==> config.mk <==
export PLATFORM = sky130hd
export DESIGN_NAME = lhc_regbank
export DESIGN_NICKNAME = d
export VERILOG_FILES = /design/src/rtl/lhc_pkg.sv /design/src/rtl/lhc_addr_dec.sv /design/src/rtl/lhc_w1c_status.sv /design/src/rtl/lhc_ctl_regs.sv /design/src/rtl/lhc_mst_regs.sv /design/src/rtl/lhc_regbank.sv
export SDC_FILE = /design/constraint.sdc
export NUM_CORES = 1
export LEC_CHECK = 0
export BUFFER_PORTS_ARGS = -buffer_cell sky130_fd_sc_hd__buf_2
export CAP_MARGIN = 5
export CORE_ASPECT_RATIO = 1.5
export CORE_MARGIN = 4
export CORE_UTILIZATION = 45
export CTS_CLUSTER_SIZE = 12
export DETAILED_ROUTE_END_ITERATION = 16
export GPL_ROUTABILITY_DRIVEN = 0
export GPL_TIMING_DRIVEN = 0
export PLACE_DENSITY = 0.7
export SLEW_MARGIN = 10
export SYNTH_ARGS = -nofsm -noshare
export SYNTH_HDL_FRONTEND = slang
export SYNTH_SLANG_ARGS = --single-unit
export TNS_END_PERCENT = 10
==> constraint.sdc <==
create_clock -name clk -period 2.8 [get_ports clk]
set_input_delay 0 -clock clk [delete_from_list [all_inputs] [get_ports clk]]
set_output_delay 0 -clock clk [all_outputs]
set_load 0.05 [all_outputs]
==> src/rtl/lhc_pkg.sv <==
// Shared constants and types for the host-controller register bank.
// Assumes a 32-bit register bus with byte addresses.
package lhc_pkg;
    localparam int DW   = 32;
    localparam int BE_W = DW / 8;

    // Implemented / writable bit masks
    localparam logic [DW-1:0] CSTAT_IMPL = 32'hFFFF_84FF;
    localparam logic [DW-1:0] RDSZ_IMPL  = 32'h0700_0000;
    localparam logic [DW-1:0] SCTL_IMPL  = 32'hC300_0000;
    localparam logic [DW-1:0] RDSZ_RST   = 32'h0200_0000;

    // Offsets inside the controller window
    localparam logic [DW-1:0] OFF_SEG    = 32'h24;
    localparam logic [DW-1:0] OFF_RDSZ   = 32'h28;
    localparam logic [DW-1:0] OFF_SCTL   = 32'h30;
    localparam logic [DW-1:0] OFF_CMASK  = 32'h34;
    localparam logic [DW-1:0] OFF_CSTAT  = 32'h38;
    localparam logic [DW-1:0] OFF_ERR    = 32'h40;
    // Offsets inside the master window
    localparam logic [DW-1:0] OFF_MSTAT  = 32'h50;
    localparam logic [DW-1:0] OFF_MMASK  = 32'h54;
    localparam logic [DW-1:0] OFF_MPOL   = 32'h58;
    localparam logic [DW-1:0] OFF_MRAW   = 32'h5C;

    // Master raw line fed by the controller interrupt
    localparam int CIRQ_BIT = 11;

    typedef enum logic [3:0] {
        SEL_NONE, SEL_SEG, SEL_RDSZ, SEL_SCTL, SEL_CMASK, SEL_CSTAT,
        SEL_ERR, SEL_MSTAT, SEL_MMASK, SEL_MPOL, SEL_MRAW
    } reg_sel_e;
endpackage

==> src/rtl/lhc_addr_dec.sv <==
// Address decoder: maps a full byte address to one register select.
// Assumes each span is a power of two and each base is aligned to its span.
// Invalid widths and misaligned addresses decode to SEL_NONE.
module lhc_addr_dec
    import lhc_pkg::*;
#(
    parameter logic [DW-1:0] MST_BASE = 32'hC001_0000,
    parameter logic [DW-1:0] MST_SPAN = 32'h0000_2000,
    parameter logic [DW-1:0] CTL_BASE = 32'hC001_2000,
    parameter logic [DW-1:0] CTL_SPAN = 32'h0000_1000
) (
    input  logic [DW-1:0]   addr,
    input  logic [BE_W-1:0] be,
    output reg_sel_e        sel
);
    localparam logic [DW-1:0] MST_OMASK = MST_SPAN - 32'd1;
    localparam logic [DW-1:0] CTL_OMASK = CTL_SPAN - 32'd1;

    logic          word_ok;
    logic [DW-1:0] moff;
    logic [DW-1:0] coff;

    // Pick the register addressed by a valid full-word access
    always_comb begin
        word_ok = (be == {BE_W{1'b1}}) && (addr[1:0] == 2'b00);
        moff    = addr & MST_OMASK;
        coff    = addr & CTL_OMASK;
        sel     = SEL_NONE;
        if (word_ok && ((addr & ~MST_OMASK) == MST_BASE)) begin
            case (moff)
                OFF_MSTAT: sel = SEL_MSTAT;
                OFF_MMASK: sel = SEL_MMASK;
                OFF_MPOL:  sel = SEL_MPOL;
                OFF_MRAW:  sel = SEL_MRAW;
                default:   sel = SEL_NONE;
            endcase
        end else if (word_ok && ((addr & ~CTL_OMASK) == CTL_BASE)) begin
            case (coff)
                OFF_SEG:   sel = SEL_SEG;
                OFF_RDSZ:  sel = SEL_RDSZ;
                OFF_SCTL:  sel = SEL_SCTL;
                OFF_CMASK: sel = SEL_CMASK;
                OFF_CSTAT: sel = SEL_CSTAT;
                OFF_ERR:   sel = SEL_ERR;
                default:   sel = SEL_NONE;
            endcase
        end
    end
endmodule

==> src/rtl/lhc_w1c_status.sv <==
// Sticky status register with write-one-to-clear.
// Assumes set_i is sampled every cycle; a set beats a clear on the same bit.
// Bits outside IMPL always hold 0.
module lhc_w1c_status #(
    parameter int             W    = 32,
    parameter logic [W-1:0]   IMPL = '1
) (
    input  logic         clk,
    input  logic         rst_n,
    input  logic [W-1:0] set_i,
    input  logic         clr_we,
    input  logic [W-1:0] clr_data,
    output logic [W-1:0] status_o
);
    logic [W-1:0] clr_mask;

    // Clear pattern that applies this cycle
    assign clr_mask = clr_we ? clr_data : '0;

    // Update: clear the written ones, then apply the set strobes
    always_ff @(posedge clk) begin
        if (!rst_n) status_o <= '0;
        else        status_o <= ((status_o & ~clr_mask) | set_i) & IMPL;
    end

    AST_SET_WINS: assert property (@(posedge clk) disable iff (!rst_n)
        ((set_i & IMPL) != '0) |=> ((status_o & $past(set_i & IMPL)) == $past(set_i & IMPL)))
        else $error("set strobe lost");
    AST_CLEAR_NEEDS_ONE: assert property (@(posedge clk) disable iff (!rst_n)
        1'b1 |=> (($past(status_o) & ~status_o & ~$past(clr_mask)) == '0))
        else $error("status bit dropped without a write of one");
endmodule

==> src/rtl/lhc_ctl_regs.sv <==
// Controller register set: configuration, interrupt mask/status and error address.
// Assumes write data is applied only when the decoder selected a register.
// Also decodes the stored fields for the external engines.
module lhc_ctl_regs
    import lhc_pkg::*;
(
    input  logic          clk,
    input  logic          rst_n,
    input  logic          wr_en,
    input  reg_sel_e      sel,
    input  logic [DW-1:0] wdata,
    input  logic [DW-1:0] evt,
    input  logic          err_load,
    input  logic [DW-1:0] err_val,
    output logic [DW-1:0] seg_q,
    output logic [DW-1:0] rdsz_q,
    output logic [DW-1:0] sctl_q,
    output logic [DW-1:0] cmask_q,
    output logic [DW-1:0] cstat_q,
    output logic [DW-1:0] err_q,
    output logic          ctl_irq,
    output logic [7:0]    rd_bytes,
    output logic [3:0]    start_clks
);
    // Configuration registers written from the bus
    always_ff @(posedge clk) begin
        if (!rst_n) begin
            seg_q   <= '0;
            rdsz_q  <= RDSZ_RST;
            sctl_q  <= '0;
            cmask_q <= '0;
        end else if (wr_en) begin
            case (sel)
                SEL_SEG:   seg_q   <= wdata;
                SEL_RDSZ:  rdsz_q  <= wdata & RDSZ_IMPL;
                SEL_SCTL:  sctl_q  <= wdata & SCTL_IMPL;
                SEL_CMASK: cmask_q <= wdata & CSTAT_IMPL;
                default: ;
            endcase
        end
    end

    // Error address: loaded only by the bus-cycle engine
    always_ff @(posedge clk) begin
        if (!rst_n)        err_q <= '0;
        else if (err_load) err_q <= err_val;
    end

    lhc_w1c_status #(.W(DW), .IMPL(CSTAT_IMPL)) u_cstat (
        .clk      (clk),
        .rst_n    (rst_n),
        .set_i    (evt),
        .clr_we   (wr_en && (sel == SEL_CSTAT)),
        .clr_data (wdata),
        .status_o (cstat_q)
    );

    // Masked controller interrupt
    assign ctl_irq = |(cstat_q & cmask_q);

    // Field decode for the external engines
    always_comb begin
        case (rdsz_q[26:24])
            3'd0:    rd_bytes = 8'd1;
            3'd1:    rd_bytes = 8'd2;
            3'd2:    rd_bytes = 8'd4;
            3'd4:    rd_bytes = 8'd16;
            3'd7:    rd_bytes = 8'd128;
            default: rd_bytes = 8'd4;
        endcase
        case (sctl_q[25:24])
            2'd0:    start_clks = 4'd4;
            2'd1:    start_clks = 4'd6;
            default: start_clks = 4'd8;
        endcase
    end

    AST_ERR_HOLD: assert property (@(posedge clk) disable iff (!rst_n)
        !err_load |=> $stable(err_q))
        else $error("error address moved without a load");
endmodule

==> src/rtl/lhc_mst_regs.sv <==
// Master interrupt register set: level-set status, mask, polarity, raw view.
// Assumes the controller interrupt shares raw line CIRQ_BIT with mst_lines.
module lhc_mst_regs
    import lhc_pkg::*;
(
    input  logic          clk,
    input  logic          rst_n,
    input  logic          wr_en,
    input  reg_sel_e      sel,
    input  logic [DW-1:0] wdata,
    input  logic          ctl_irq,
    input  logic [DW-1:0] lines,
    output logic [DW-1:0] mstat_q,
    output logic [DW-1:0] mmask_q,
    output logic [DW-1:0] mpol_q,
    output logic [DW-1:0] mraw,
    output logic          mst_irq
);
    logic [DW-1:0] merged;

    // Raw inputs after merging the controller interrupt and applying polarity
    assign merged = lines | (DW'(ctl_irq) << CIRQ_BIT);
    assign mraw   = merged ^ mpol_q;

    // Mask and polarity written from the bus
    always_ff @(posedge clk) begin
        if (!rst_n) begin
            mmask_q <= '0;
            mpol_q  <= '0;
        end else if (wr_en) begin
            case (sel)
                SEL_MMASK: mmask_q <= wdata;
                SEL_MPOL:  mpol_q  <= wdata;
                default: ;
            endcase
        end
    end

    lhc_w1c_status #(.W(DW), .IMPL({DW{1'b1}})) u_mstat (
        .clk      (clk),
        .rst_n    (rst_n),
        .set_i    (mraw),
        .clr_we   (wr_en && (sel == SEL_MSTAT)),
        .clr_data (wdata),
        .status_o (mstat_q)
    );

    // Masked master interrupt
    assign mst_irq = |(mstat_q & mmask_q);

    AST_CIRQ_FEEDS_MASTER: assert property (@(posedge clk) disable iff (!rst_n)
        (ctl_irq && !mpol_q[CIRQ_BIT]) |=> mstat_q[CIRQ_BIT])
        else $error("controller interrupt did not reach master status");
endmodule

==> src/rtl/lhc_regbank.sv <==
// Top of the host-controller register bank.
// Decodes bus accesses, holds both register sets and returns registered read data.
// Assumes one access per cycle; read data follows one cycle after the request.
module lhc_regbank
    import lhc_pkg::*;
#(
    parameter logic [DW-1:0] MST_BASE = 32'hC001_0000,
    parameter logic [DW-1:0] MST_SPAN = 32'h0000_2000,
    parameter logic [DW-1:0] CTL_BASE = 32'hC001_2000,
    parameter logic [DW-1:0] CTL_SPAN = 32'h0000_1000
) (
    input  logic            clk,
    input  logic            rst_n,
    input  logic            bus_sel,
    input  logic            bus_we,
    input  logic [DW-1:0]   bus_addr,
    input  logic [BE_W-1:0] bus_be,
    input  logic [DW-1:0]   bus_wdata,
    output logic [DW-1:0]   bus_rdata,
    output logic            bus_rvalid,
    input  logic [DW-1:0]   ctl_evt,
    input  logic            err_load,
    input  logic [DW-1:0]   err_val,
    input  logic [DW-1:0]   mst_lines,
    output logic [DW-1:0]   fw_seg_sel,
    output logic [7:0]      fw_rd_bytes,
    output logic            sirq_en,
    output logic            sirq_quiet,
    output logic [3:0]      sirq_start_clks,
    output logic            ctl_irq,
    output logic            mst_irq
);
    reg_sel_e      sel;
    logic          wr_en;
    logic          rd_en;
    logic [DW-1:0] seg_q, rdsz_q, sctl_q, cmask_q, cstat_q, err_q;
    logic [DW-1:0] mstat_q, mmask_q, mpol_q, mraw;
    logic [DW-1:0] rd_mux;

    assign wr_en = bus_sel && bus_we;
    assign rd_en = bus_sel && !bus_we;

    lhc_addr_dec #(
        .MST_BASE (MST_BASE), .MST_SPAN (MST_SPAN),
        .CTL_BASE (CTL_BASE), .CTL_SPAN (CTL_SPAN)
    ) u_dec (
        .addr (bus_addr),
        .be   (bus_be),
        .sel  (sel)
    );

    lhc_ctl_regs u_ctl (
        .clk        (clk),
        .rst_n      (rst_n),
        .wr_en      (wr_en),
        .sel        (sel),
        .wdata      (bus_wdata),
        .evt        (ctl_evt),
        .err_load   (err_load),
        .err_val    (err_val),
        .seg_q      (seg_q),
        .rdsz_q     (rdsz_q),
        .sctl_q     (sctl_q),
        .cmask_q    (cmask_q),
        .cstat_q    (cstat_q),
        .err_q      (err_q),
        .ctl_irq    (ctl_irq),
        .rd_bytes   (fw_rd_bytes),
        .start_clks (sirq_start_clks)
    );

    lhc_mst_regs u_mst (
        .clk     (clk),
        .rst_n   (rst_n),
        .wr_en   (wr_en),
        .sel     (sel),
        .wdata   (bus_wdata),
        .ctl_irq (ctl_irq),
        .lines   (mst_lines),
        .mstat_q (mstat_q),
        .mmask_q (mmask_q),
        .mpol_q  (mpol_q),
        .mraw    (mraw),
        .mst_irq (mst_irq)
    );

    assign fw_seg_sel = seg_q;
    assign sirq_en    = sctl_q[31];
    assign sirq_quiet = sctl_q[30];

    // Read multiplexer; unmapped selects return all ones
    always_comb begin
        case (sel)
            SEL_SEG:   rd_mux = seg_q;
            SEL_RDSZ:  rd_mux = rdsz_q;
            SEL_SCTL:  rd_mux = sctl_q;
            SEL_CMASK: rd_mux = cmask_q;
            SEL_CSTAT: rd_mux = cstat_q;
            SEL_ERR:   rd_mux = err_q;
            SEL_MSTAT: rd_mux = mstat_q;
            SEL_MMASK: rd_mux = mmask_q;
            SEL_MPOL:  rd_mux = mpol_q;
            SEL_MRAW:  rd_mux = mraw;
            default:   rd_mux = '1;
        endcase
    end

    // Registered read response
    always_ff @(posedge clk) begin
        if (!rst_n) begin
            bus_rdata  <= '0;
            bus_rvalid <= 1'b0;
        end else begin
            bus_rvalid <= rd_en;
            if (rd_en) bus_rdata <= rd_mux;
        end
    end

    AST_READ_ANSWERS: assert property (@(posedge clk) disable iff (!rst_n)
        rd_en |=> bus_rvalid)
        else $error("read not answered");
    AST_UNMAPPED_ONES: assert property (@(posedge clk) disable iff (!rst_n)
        (rd_en && (sel == SEL_NONE)) |=> (bus_rdata == '1))
        else $error("unmapped read not all ones");
    AST_UNMAPPED_WRITE_INERT: assert property (@(posedge clk) disable iff (!rst_n)
        (wr_en && (sel == SEL_NONE)) |=> ($stable(seg_q) && $stable(rdsz_q) && $stable(sctl_q)
                                          && $stable(cmask_q) && $stable(mmask_q) && $stable(mpol_q)))
        else $error("unmapped write changed a register");
endmodule

==> tab_implementation.tex <==
\begin{tabular}{lr}
\hline
Metric & Value \\
\hline
\multicolumn{2}{l}{\textbf{Status}} \\
\quad Run status & completed \\
\multicolumn{2}{l}{\textbf{Synth}} \\
\quad Synthesized-area fraction occupied by adder cells & 0\% \\
\quad Number of enable flip-flop cells after synthesis & 0 \\
\quad Sequential element share of the synthesized area & 40.18\% \\
\quad Synth Area in XOR/XNOR & 4.465\% \\
\quad Post-Synth Simple-Gate Area & between 10\% and 20\% \\
\quad Post-synth cell types & 68 \\
\quad Area contributors post-synth & sky130\_fd\_sc\_hd\_\_dfxtp\_1 40\%, sky130\_fd\_sc\_hd\_\_nand2\_1 6.9\%, sky130\_fd\_sc\_hd\_\_a21boi\_0 5.6\%, sky130\_fd\_sc\_hd\_\_mux2i\_1 5.3\%, sky130\_fd\_sc\_hd\_\_nor2b\_1 3.6\% \\
\quad Compound-gate portion of the synthesized area & roughly a quarter \\
\quad Fraction of synthesized cell area taken by the top area cell type & around two fifths \\
\quad FFs w/ async S/R, synth & 0\% \\
\quad Main flop type after synthesis & sky130\_fd\_sc\_hd\_\_dfxtp\_1 \\
\quad Largest area contributor in the netlist & sky130\_fd\_sc\_hd\_\_dfxtp\_1 \\
\quad Multiplexer share of the synthesized area & 5.441\% \\
\quad \#FFs+latches synth & 252 \\
\quad Area of the mapped netlist & 12550 µm² \\
\quad Main combinational cell family by area after synthesis & compound AO/OA/AOI/OAI gates \\
\quad Synth Instances & 1406 \\
\quad Mean post-synth cell area & between 8 and 9 µm² \\
\quad Number of warning messages in the yosys log & 0 \\
\multicolumn{2}{l}{\textbf{Hold path}} \\
\quad Kind of path behind the tightest hold check & in -> reg \\
\quad End point of the most critical hold path & u\_mst.mmask\_q[6] \\
\quad Worst Hold Launch & rst\_n \\
\quad Cell count of the worst hold path & 3 \\
\multicolumn{2}{l}{\textbf{Pwr}} \\
\quad Logic gate share of total power & 12.5\% \\
\quad Internal power consumption & 6.168 mW \\
\quad Switching power summed over all nets & 2.192 mW \\
\quad Share of total power in sequential cells & 45.6\% \\
\quad Worst-case vdd ir drop & 0.3903 mV \\
\quad Switching power share of the total & about a quarter \\
\quad Lkg Pwr & between 6 and 7 nW \\
\quad Power per standard cell area & 503.0 nW/µm² \\
\quad Clock group share of total power & 42.0\% \\
\multicolumn{2}{l}{\textbf{Placement}} \\
\quad Setup slack at placement & -0.01598 ns \\
\quad DP HPWL & around 37000 µm \\
\quad Input/output buffers & 237 \\
\quad DP Area & $\sim$14000 µm² \\
\multicolumn{2}{l}{\textbf{Clock tree}} \\
\quad Clock net sink count & 252 \\
\quad Number of buffers added by the clock tree synthesis step & 27 \\
\quad Clock Tree Root & sky130\_fd\_sc\_hd\_\_clkbuf\_16 \\
\quad Clock-pin slew on the worst setup and hold paths & around 0.060 ns \\
\quad Number of H-tree branching levels & 1 \\
\quad Deepest clock path buffer count & 3 \\
\quad CTS tree & built \\
\quad Later-pin clock latency in the skew report & slightly below 0.6 ns \\
\multicolumn{2}{l}{\textbf{Drt}} \\
\quad Count of routing violations after the opening detailed-route iteration & 1167 \\
\quad Routed via count & 12760 \\
\quad Wirelength per Cell & 22.25 µm \\
\quad Vias per cell & 5.822 \\
\quad Drt total wl & 48740 µm \\
\quad Detailed-route DRC error count & 0 \\
\quad Remaining antenna violation count & 0 \\
\quad Number of detailed-routing iterations run before antenna repair & 6 \\
\multicolumn{2}{l}{\textbf{Timing}} \\
\quad Post-route setup slack & 0.1192 ns \\
\quad Tightest slew margin relative to the limit & 33.20\% \\
\quad Max-slew violation total from the final report & 0 \\
\quad Number of hold-slack violations in the final timing report & 0 \\
\quad Final Skew & 0.02161 ns \\
\quad Worst Tran Pin Value & 0.9767 ns \\
\quad Post-route fraction of the period consumed by the critical path & 95.74\% \\
\quad Unrepaired setup endpoints after global routing & no \\
\quad Maximum clock frequency & 0.3730 GHz \\
\quad Endpoints failing setup & 0 \\
\quad Post-route minimum period & 2.681 ns \\
\multicolumn{2}{l}{\textbf{Worst setup path}} \\
\quad Maximum net fanout on the critical path & 10 \\
\quad Kind of start point of the critical path & primary input \\
\quad Crit Reg-Reg Startpoint & u\_ctl.cmask\_q[22] \\
\quad Largest stage delay on the critical path & a little over 0.6 ns \\
\quad List of cells traversed by the critical path & buf\_2 > nor2b\_1 > nor3b\_1 > nor2\_2 > nor4\_4 > buf\_2 > a21oi\_1 > o21a\_1 > dlygate4sd3\_1 \\
\quad Crit-path most repeated cell & sky130\_fd\_sc\_hd\_\_buf\_2 \\
\quad Arr. time, crit path & 3.13 ns \\
\quad Critical path's slowest cell & sky130\_fd\_sc\_hd\_\_nor4\_4 \\
\quad Reg-to-reg endpoint & bus\_rdata[11] \\
\quad Capturing element type of the critical path & flip-flop \\
\quad Type of the worst setup path & in -> reg \\
\quad Setup slack of the worst register-to-register path & 0.35 ns \\
\quad Required time of the critical path & around 3.3 ns \\
\quad Worst r2r path cells & 6 \\
\multicolumn{2}{l}{\textbf{Final layout}} \\
\quad Commonest non-fill, non-tap cell in the layout & sky130\_fd\_sc\_hd\_\_buf\_2 \\
\quad Fraction of layout instances using a drive strength above 1 & 19.96\% \\
\quad Post-route cell area & between 15000 and 20000 µm² \\
\quad Antenna diodes & 0 \\
\quad Highest-count cells in the layout ignoring fill and taps & 258 x sky130\_fd\_sc\_hd\_\_buf\_2, 252 x sky130\_fd\_sc\_hd\_\_dfxtp\_1, 230 x sky130\_fd\_sc\_hd\_\_nand2\_1 \\
\quad Area grow syn2layout & 32.38\% \\
\quad Final Net Count & 2002 \\
\quad Number of fillers in the final layout & between 2000 and 2500 \\
\multicolumn{2}{l}{\textbf{Floorplanning}} \\
\quad Core Box Area & 27410 µm² \\
\quad Die Ht & 212.6 µm \\
\quad Die area & between 30000 and 40000 µm² \\
\quad FP Rows & 74 \\
\quad Count of pins on the block boundary & 250 \\
\quad Die Span X & 144.4 µm \\
\quad Starting utilization of the core area & 45.81\% \\
\multicolumn{2}{l}{\textbf{Job}} \\
\quad Max-Cap Viols & 0 \\
\multicolumn{2}{l}{\textbf{GRT}} \\
\quad Global route overflow & 0 \\
\quad Initial antenna violation count & 1 \\
\quad GRT Overall Usage & 30.84\% \\
\quad Via count of the first global-routing pass & 12930 \\
\quad Wire length of the first global-routing pass & about 73000 µm \\
\quad Largest net degree at the start of global routing & 15 \\
\hline
\end{tabular}
==> critical path: cells and delay by family <==
kind | cells | cell delay (ns)
AOI/OAI and AO/OA | 2 | 0.29
buffers and inverters | 3 | 1.05
and+or+nand+nor | 4 | 1.78
==> final cells by class <==
class / instances / area, µm² / share of cell area, %
buffer: 111 / 519.2 / 3.124
clock buffer: 39 / 770.7 / 4.638
clock inverter: 6 / 73.82 / 0.4442
inverter: 21 / 78.83 / 0.4743
multi-input combinational: 1025 / 6947 / 41.80
sequential: 252 / 5045 / 30.35
tap: 342 / 427.9 / 2.575
timing repair buffer: 395 / 2758 / 16.59
==> what timing repair did <==
item                                   in CTS  in global routing
setup endpoints to repair                   0                  4
hold buffers                              154                  0
endpoints found under the hold margin     219                  0
gates resized for setup                     0                  4
setup buffers                               0                  4
==> worst max-delay path by stage <==
stage,end,slack [ns],start,depth (start not counted)
2_1_floorplan,bus_rdata[23],0.79,bus_addr[2],8
3_3_place_gp,u_ctl.seg_q[25],0.03,bus_addr[14],8
3_5_place_dp,u_ctl.seg_q[30],-0.02,bus_addr[24],8
4_1_cts,u_mst.u_mstat.status_o[25],0.04,bus_addr[14],10
5_1_grt,u_mst.u_mstat.status_o[29],0.00008,bus_addr[1],10
6_report,u_ctl.u_cstat.status_o[17],0.12,bus_addr[2],9
==> synthesized netlist by cell type (12+ instances only) <==
library cell	count
sky130_fd_sc_hd__dfxtp_1	252
sky130_fd_sc_hd__nand2_1	231
sky130_fd_sc_hd__a21boi_0	94
sky130_fd_sc_hd__nor2b_1	72
sky130_fd_sc_hd__clkbuf_1	68
sky130_fd_sc_hd__mux2i_1	66
sky130_fd_sc_hd__o21a_1	58
sky130_fd_sc_hd__a21oi_1	42
sky130_fd_sc_hd__a21boi_1	40
sky130_fd_sc_hd__a22oi_1	39
sky130_fd_sc_hd__o21ai_0	33
sky130_fd_sc_hd__xnor2_1	32
sky130_fd_sc_hd__xor2_1	32
sky130_fd_sc_hd__nor2_1	31
sky130_fd_sc_hd__and3_1	25
sky130_fd_sc_hd__nor4_1	25
sky130_fd_sc_hd__buf_2	21
sky130_fd_sc_hd__inv_1	21
sky130_fd_sc_hd__a221oi_1	19
sky130_fd_sc_hd__nand3_1	16
sky130_fd_sc_hd__a21oi_2	15
sky130_fd_sc_hd__a221oi_2	15
sky130_fd_sc_hd__a2111oi_1	13
sky130_fd_sc_hd__a22o_1	13
sky130_fd_sc_hd__a222oi_1	12
sky130_fd_sc_hd__buf_4	12
==> metrics by stage <==
step	power [mW]	instances	setup TNS, ns	hold slack, ns	utilization (%)
floorplan	4.330	1409	0	0.1238	-
global placement	4.701	1988	0	0.2109	51.74
detailed placement	4.718	1988	-0.02393	0.2165	51.74
CTS	8.345	2187	0	0.08512	60.45
global route	8.592	2191	0	0.1652	60.64
finish	8.360	2191	0	0.1098	60.64
==> layer usage <==
layer  part of all wire, %  wire [µm]  vias to the layer above  track usage, %
met5                 0.027         13                        -               0
met4                   7.7       3764                        2           20.08
met3                   7.6       3722                      204           4.680
met2                    48      23510                      683           52.73
met1                    36      17740                     5972           35.30
li1                      -          -                     5894               -
==> power groups by stage <==
| stage | Combinational [mW] | Clock [mW] | Sequential, mW |
|---|---|---|---|
| after detailed placement | 0.837 | 0 | 3.88 |
| after floorplan | 0.383 | 0 | 3.95 |
| after global routing | 1.11 | 3.67 | 3.81 |
| final | 1.04 | 3.51 | 3.81 |
| after global placement | 0.823 | 0 | 3.88 |
| after CTS | 1.01 | 3.53 | 3.80 |
==> sequential cells by signal, indices dropped and copies added (netlist names) <==
signal,cells
u_ctl.seg_q,32
u_mst.mpol_q,32
u_mst.u_mstat.status_o,32
u_ctl.u_cstat.status_o,26
bus_rdata,32
u_ctl.cmask_q,26
u_ctl.err_q,32
u_ctl.rdsz_q,3
bus_rvalid,1
u_mst.mmask_q,32
u_ctl.sctl_q,4
==> cells by family after synthesis <==
group / after synthesis
DFF: 252
and+or+nand+nor: 468
other: 1
muxes: 68
buffers and inverters: 132
AOI/OAI and AO/OA: 421
xor gates and xnor gates: 64
No activity file was read; power rests on OpenSTA's default activity.
